File: src/rtl/sx_zx_unit.sv
module sx_zx_unit #(
  parameter int W  = 64,
  parameter int NF = 4
) (
  input  logic                 clk,
  input  logic                 rst_n,
  input  logic                 in_valid,
  input  logic                 op_sign,
  input  logic [1:0]           size_code,
  input  logic [$clog2(W)-1:0] bit_idx,
  input  logic [W-1:0]         src,
  input  logic [W-1:0]         old_dest,
  input  logic                 flag_upd,
  input  logic [NF-1:0]        flag_mask,
  input  logic [NF-1:0]        old_flags,
  output logic                 out_valid,
  output logic [W-1:0]         result,
  output logic [NF-1:0]        flags_out
);
  localparam int IW = $clog2(W);

  logic [IW:0]    size_bits;
  logic [IW-1:0]  pos;
  logic           sign_bit;
  logic [W-1:0]   low_mask, size_mask, sext_val, merged, zmask, zval;
  logic [NF-1:0]  sel, new_flags;

  assign size_bits = (IW+1)'(8) << size_code;
  assign pos       = bit_idx & IW'(size_bits - 1'b1);
  assign sign_bit  = src[pos];
  assign low_mask  = ~(({W{1'b1}} << pos) << 1);
  assign sext_val  = sign_bit ? (src | ~low_mask) : (src & low_mask);
  assign size_mask = ~({W{1'b1}} << size_bits);
  assign merged    = (old_dest & ~size_mask) | (sext_val & size_mask);
  assign zmask     = ~(({W{1'b1}} << bit_idx) << 1);
  assign zval      = src & zmask;
  assign sel       = (flag_upd && op_sign) ? flag_mask : '0;
  assign new_flags = (old_flags & ~sel) | (sel & {NF{sign_bit}});

  always_ff @(posedge clk) begin
    if (!rst_n) begin
      out_valid <= 1'b0;
      result    <= '0;
      flags_out <= '0;
    end else begin
      out_valid <= in_valid;
      if (in_valid) begin
        result    <= op_sign ? merged : zval;
        flags_out <= new_flags;
      end
    end
  end

  assert_valid_rise_R1: assert property (@(posedge clk) disable iff (!rst_n)
    in_valid |=> out_valid);
  assert_valid_fall_R1: assert property (@(posedge clk) disable iff (!rst_n)
    !in_valid |=> !out_valid);
  assert_merge_keep_R4: assert property (@(posedge clk) disable iff (!rst_n)
    (in_valid && op_sign && size_code == 2'd0) |=> result[W-1:8] == $past(old_dest[W-1:8]));
  assert_flags_hold_R6: assert property (@(posedge clk) disable iff (!rst_n)
    (in_valid && !(flag_upd && op_sign)) |=> flags_out == $past(old_flags));
  assert_zero_upper_R7: assert property (@(posedge clk) disable iff (!rst_n)
    (in_valid && !op_sign) |=> ((result >> $past(bit_idx)) >> 1) == '0);
endmodule

File: config.mk
export PLATFORM = sky130hd
export DESIGN_NAME = sx_zx_unit
export DESIGN_NICKNAME = d
export VERILOG_FILES = /design/src/rtl/sx_zx_unit.sv
export SDC_FILE = /design/constraint.sdc
export NUM_CORES = 1
export LEC_CHECK = 0
export BUFFER_PORTS_ARGS = -buffer_cell sky130_fd_sc_hd__buf_4
export CAP_MARGIN = 5
export CORE_ASPECT_RATIO = 2
export CORE_MARGIN = 2
export CORE_UTILIZATION = 46
export DETAILED_ROUTE_END_ITERATION = 8
export HOLD_SLACK_MARGIN = 0.06
export PLACE_DENSITY = 0.79
export SYNTH_ARGS = -nofsm -noshare
export SYNTH_HDL_FRONTEND = slang
export SYNTH_SLANG_ARGS = --single-unit
File: constraint.sdc
create_clock -name clk -period 2.15 [get_ports clk]
set_clock_uncertainty 0.05 [all_clocks]
set_input_delay 0.1075 -clock clk [delete_from_list [all_inputs] [get_ports clk]]
set_output_delay 0.1075 -clock clk [all_outputs]
set_load 0.05 [all_outputs]
==> results.txt <==
- The biggest area contributor in the post-synthesis netlist is sky130_fd_sc_hd__dfxtp_1.
* Cells taking the most area after synthesis: sky130_fd_sc_hd__dfxtp_1 24%, sky130_fd_sc_hd__o21ai_0 8.2%, sky130_fd_sc_hd__nand2_1 5.6%
- Register share of total power: 0.286
- In this run, the number of DRC markers left after iteration 0 of detailed routing was 907.
- The worst path needs 2.089 ns of the cycle, external delays included.
* Library cells used by synthesis: 67
* Worst slew margin relative to its limit: 0.5397
- The total count of hold-check failures in the final report came to 0.
- The die is 161.7 um tall.
* Library cell used as clock root buffer: sky130_fd_sc_hd__clkbuf_16
* WP data required: 2.33 ns
* Worst setup timing slack at the placement stage: -0.3951 ns
* Via count: 7895
- In the layout the commonest cells are 313 x sky130_fd_sc_hd__buf_4, 94 x sky130_fd_sc_hd__o21ai_0, 86 x sky130_fd_sc_hd__nand2_1, 69 x sky130_fd_sc_hd__dfxtp_1, 59 x sky130_fd_sc_hd__nor2_1.
* Most common cell after layout, fill and taps aside: sky130_fd_sc_hd__buf_4
- The synthesized netlist occupies a cell area of 5717 um2.
- After detailed routing, the total wire length is 26.67 mm.
- Maximum number of pins on one net before global-route repair: 51
- Post-synthesis register bit count: 69
- The most used flip-flop cell after synthesis is sky130_fd_sc_hd__dfxtp_1.
* Count of endpoints failing setup in the final report: 0
* DRC violation count after routing: 1
- Number of maximum-capacitance constraint violations: 0
- The worst setup path is captured at a register.
- The die covers 13390 um2.
* Share of async-settable or async-resettable flops after synthesis: 0
* Depth of the CTS H-tree: 3
* Dpl hpwl: 20.06 mm
- Data arrives at the worst endpoint at 2.27 ns.
* Overflow left after global routing: 0
* Setup crit start kind: input pin
- The count of buffers added on input and output ports is 209.
* Power spent charging and discharging nets: 1.850 mW
- Routability-driven placement finished with a final weighted congestion of 1.026.
- Via count of the first global-routing pass: 7875
* Post-CTS setup repair buffer count: 0
- TritonCTS built the clock tree.
* Detail-routed net length per standard cell: 22.51 um
- Fill cell instance count of the final layout: 1034
* Clock Latency Late Sink: 0.33 ns
- Of the total power, the share spent switching nets is 0.3649.
* Final critical-path share of the clock period: 0.9717
- Tot Pwr: 5.070 mW
- The core region is 12120 um2.
- The flow ran to the end, but the final reports show violations.
- Final antenna-violating net count: 0
* Achievable clock frequency: 478.7 MHz
- Total number of placement rows: 57
* Initial cell density of the core: 0.4715
* Leakage power total: 3.789 nW
- The final reports fail on DRC.
- The number of antenna violations at the first check in global routing was 0.
- Dividing the detail-routed via count by the number of cells gives 6.662.
- Of the cells placed in the final design, the portion with a size suffix greater than 1 is 0.3690.
- No sink is reached through more buffers than the 2 on the longest clock path.
- Register clock-pin slew on the reported worst setup and hold paths: 0.07 ns
- The share of total power dissipated in combinational logic is 0.392.
- 218 I/O pins were placed.
- The share of synthesized area in the top cell type comes to 0.2416.
- A synthesized cell averages 7.405 um2.
- Highest fanout seen on the critical path: 30
- The number of max-slew violations in the final report was 0.
- Die X: 82.83 um
- Number of antenna diodes: 0
- Global-route wire length before repair: 41.77 mm
* Setup repair after global routing missed its margin: no
- The net count of the finished layout is 1182.
- Clk network pwr share: 0.321
- In this run the power density over the cells is 596.0 nW/um2.
* Max rail drop VDD: 0.4760 mV
- By startpoint and endpoint, the worst setup path is classified as in -> reg.
- For this run, the detailed router's first-pass iteration total came to 7.
- The cell count after synthesis came out at 772.
- Worst-margin pin slew: 0.6879 ns
* Seq/Total Area, Yosys: 0.2416
- The tightest min-delay check is of the in -> reg type.
* Syn Nets: 921
- Internal power comes to 3.220 mW.
- During synthesis, Yosys emitted a total of 0 warnings.
- Post-route worst setup slack: 0.06094 ns
* Synthesis-to-finish area growth: 48.81%
* Clock buffer count from CTS: 9
- Overall fraction of global-route tracks in use: 0.3873
- Clock net sink count: 69
- The synthesized design contains 0 enable-type register cells.
## repair_timing
| action | CTS | global route |
|---|---|---|
| hold buffers | 22 | 0 |
| resized for setup | 1 | 1 |
| endpoints found under the hold margin | 19 | 0 |
| cloned | 0 | 0 |
| setup endpoints to repair | 1 | 1 |
## metrics by stage
step                setup TNS, ns  cell area (um2)  hold slack [ns]  utilization  instances
finish                          0             8507          0.06938       0.7017       1185
global route                    0             8507          0.07610       0.7017       1185
CTS                             0             8502          0.06563       0.7012       1185
detailed placement         -4.881             7964           0.2923       0.6569       1147
global placement           -3.089             7964           0.2800       0.6569       1147
floorplan                       0             5731           0.1886            -        772
## logic make-up (layout without fill, tap and decap cells)
family / Yosys count / in the layout / share of synthesized area
flops: 69 / 69 / 0.2416
mux: 29 / 29 / 0.08185
compound gates: 339 / 339 / 0.4167
buf+inv: 99 / 365 / 0.07113
simple gates: 236 / 236 / 0.1887
## sequential cells by signal (all words and copies together), names as in the netlist
name       flops
flags_out      4
out_valid      1
result        64
## metal layers
metal / share of wire / up-vias / global-route usage
met1: 0.33 / 3586 / 0.4257
met5: 0 / - / 0
met2: 0.49 / 615 / 0.6444
met3: 0.080 / 203 / 0.05335
met4: 0.10 / 0 / 0.3405
li1: - / 3491 / -
## critical path: stages
cell                            delay [ns]
sky130_fd_sc_hd__dlygate4sd3_1        0.54
sky130_fd_sc_hd__buf_4                0.15
sky130_fd_sc_hd__mux4_2               0.46
sky130_fd_sc_hd__nand2_1              0.08
sky130_fd_sc_hd__nand4_1              0.15
sky130_fd_sc_hd__nand3_2              0.12
sky130_fd_sc_hd__buf_4                0.13
sky130_fd_sc_hd__buf_12               0.18
sky130_fd_sc_hd__a21oi_1              0.10
sky130_fd_sc_hd__o221a_2              0.26
## path summary, 6_finish.rpt
kind	from	endpoint	slack [ns]	cells past startpoint
worst max register to register	result[3]	result[3]	0.90	3
worst min register to register	result[14]	result[14]	0.43	2
worst max-delay path	src[62]	result[63]	0.06	10
worst min-delay path	old_dest[9]	result[9]	0.07	4
## synth_stat cells, types with 7 or more instances
master                     count
sky130_fd_sc_hd__a21o_1       11
sky130_fd_sc_hd__a21oi_1      44
sky130_fd_sc_hd__a221o_1       9
sky130_fd_sc_hd__a22o_1        9
sky130_fd_sc_hd__a31o_2       11
sky130_fd_sc_hd__a31oi_1      22
sky130_fd_sc_hd__a32o_1        7
sky130_fd_sc_hd__and2_1        9
sky130_fd_sc_hd__and3_1       15
sky130_fd_sc_hd__buf_2         8
sky130_fd_sc_hd__clkbuf_1     74
sky130_fd_sc_hd__dfxtp_1      69
sky130_fd_sc_hd__inv_1         9
sky130_fd_sc_hd__mux2i_1      13
sky130_fd_sc_hd__mux4_2       14
sky130_fd_sc_hd__nand2_1      86
sky130_fd_sc_hd__nand3_1      26
sky130_fd_sc_hd__nor2_1       60
sky130_fd_sc_hd__nor3_1       15
sky130_fd_sc_hd__o211a_1       9
sky130_fd_sc_hd__o211ai_1     42
sky130_fd_sc_hd__o21a_1        7
sky130_fd_sc_hd__o21ai_0      94
sky130_fd_sc_hd__o221a_2       9
sky130_fd_sc_hd__o221ai_1      7
sky130_fd_sc_hd__or2_2         7
## cell type report
cell class	instances	area [um2]	area share
Multi-Input combinational cell	604	3938	0.4629
Tap cell	147	183.9	0.02162
Clock buffer	10	229.0	0.02692
Clock inverter	6	87.58	0.01030
Inverter	10	37.54	0.004412
Timing Repair Buffer	339	2650	0.3115
Sequential cell	69	1381	0.1624
## power groups by stage
stage	clock network, mW	registers (mW)	logic (mW)
after floorplan	0	1.82	0.753
after global placement	0	1.48	1.89
after detailed placement	0	1.48	1.91
after CTS	1.64	1.45	1.95
after global routing	1.70	1.46	2.09
final	1.63	1.45	1.99
(Power assumes the default switching activity.)
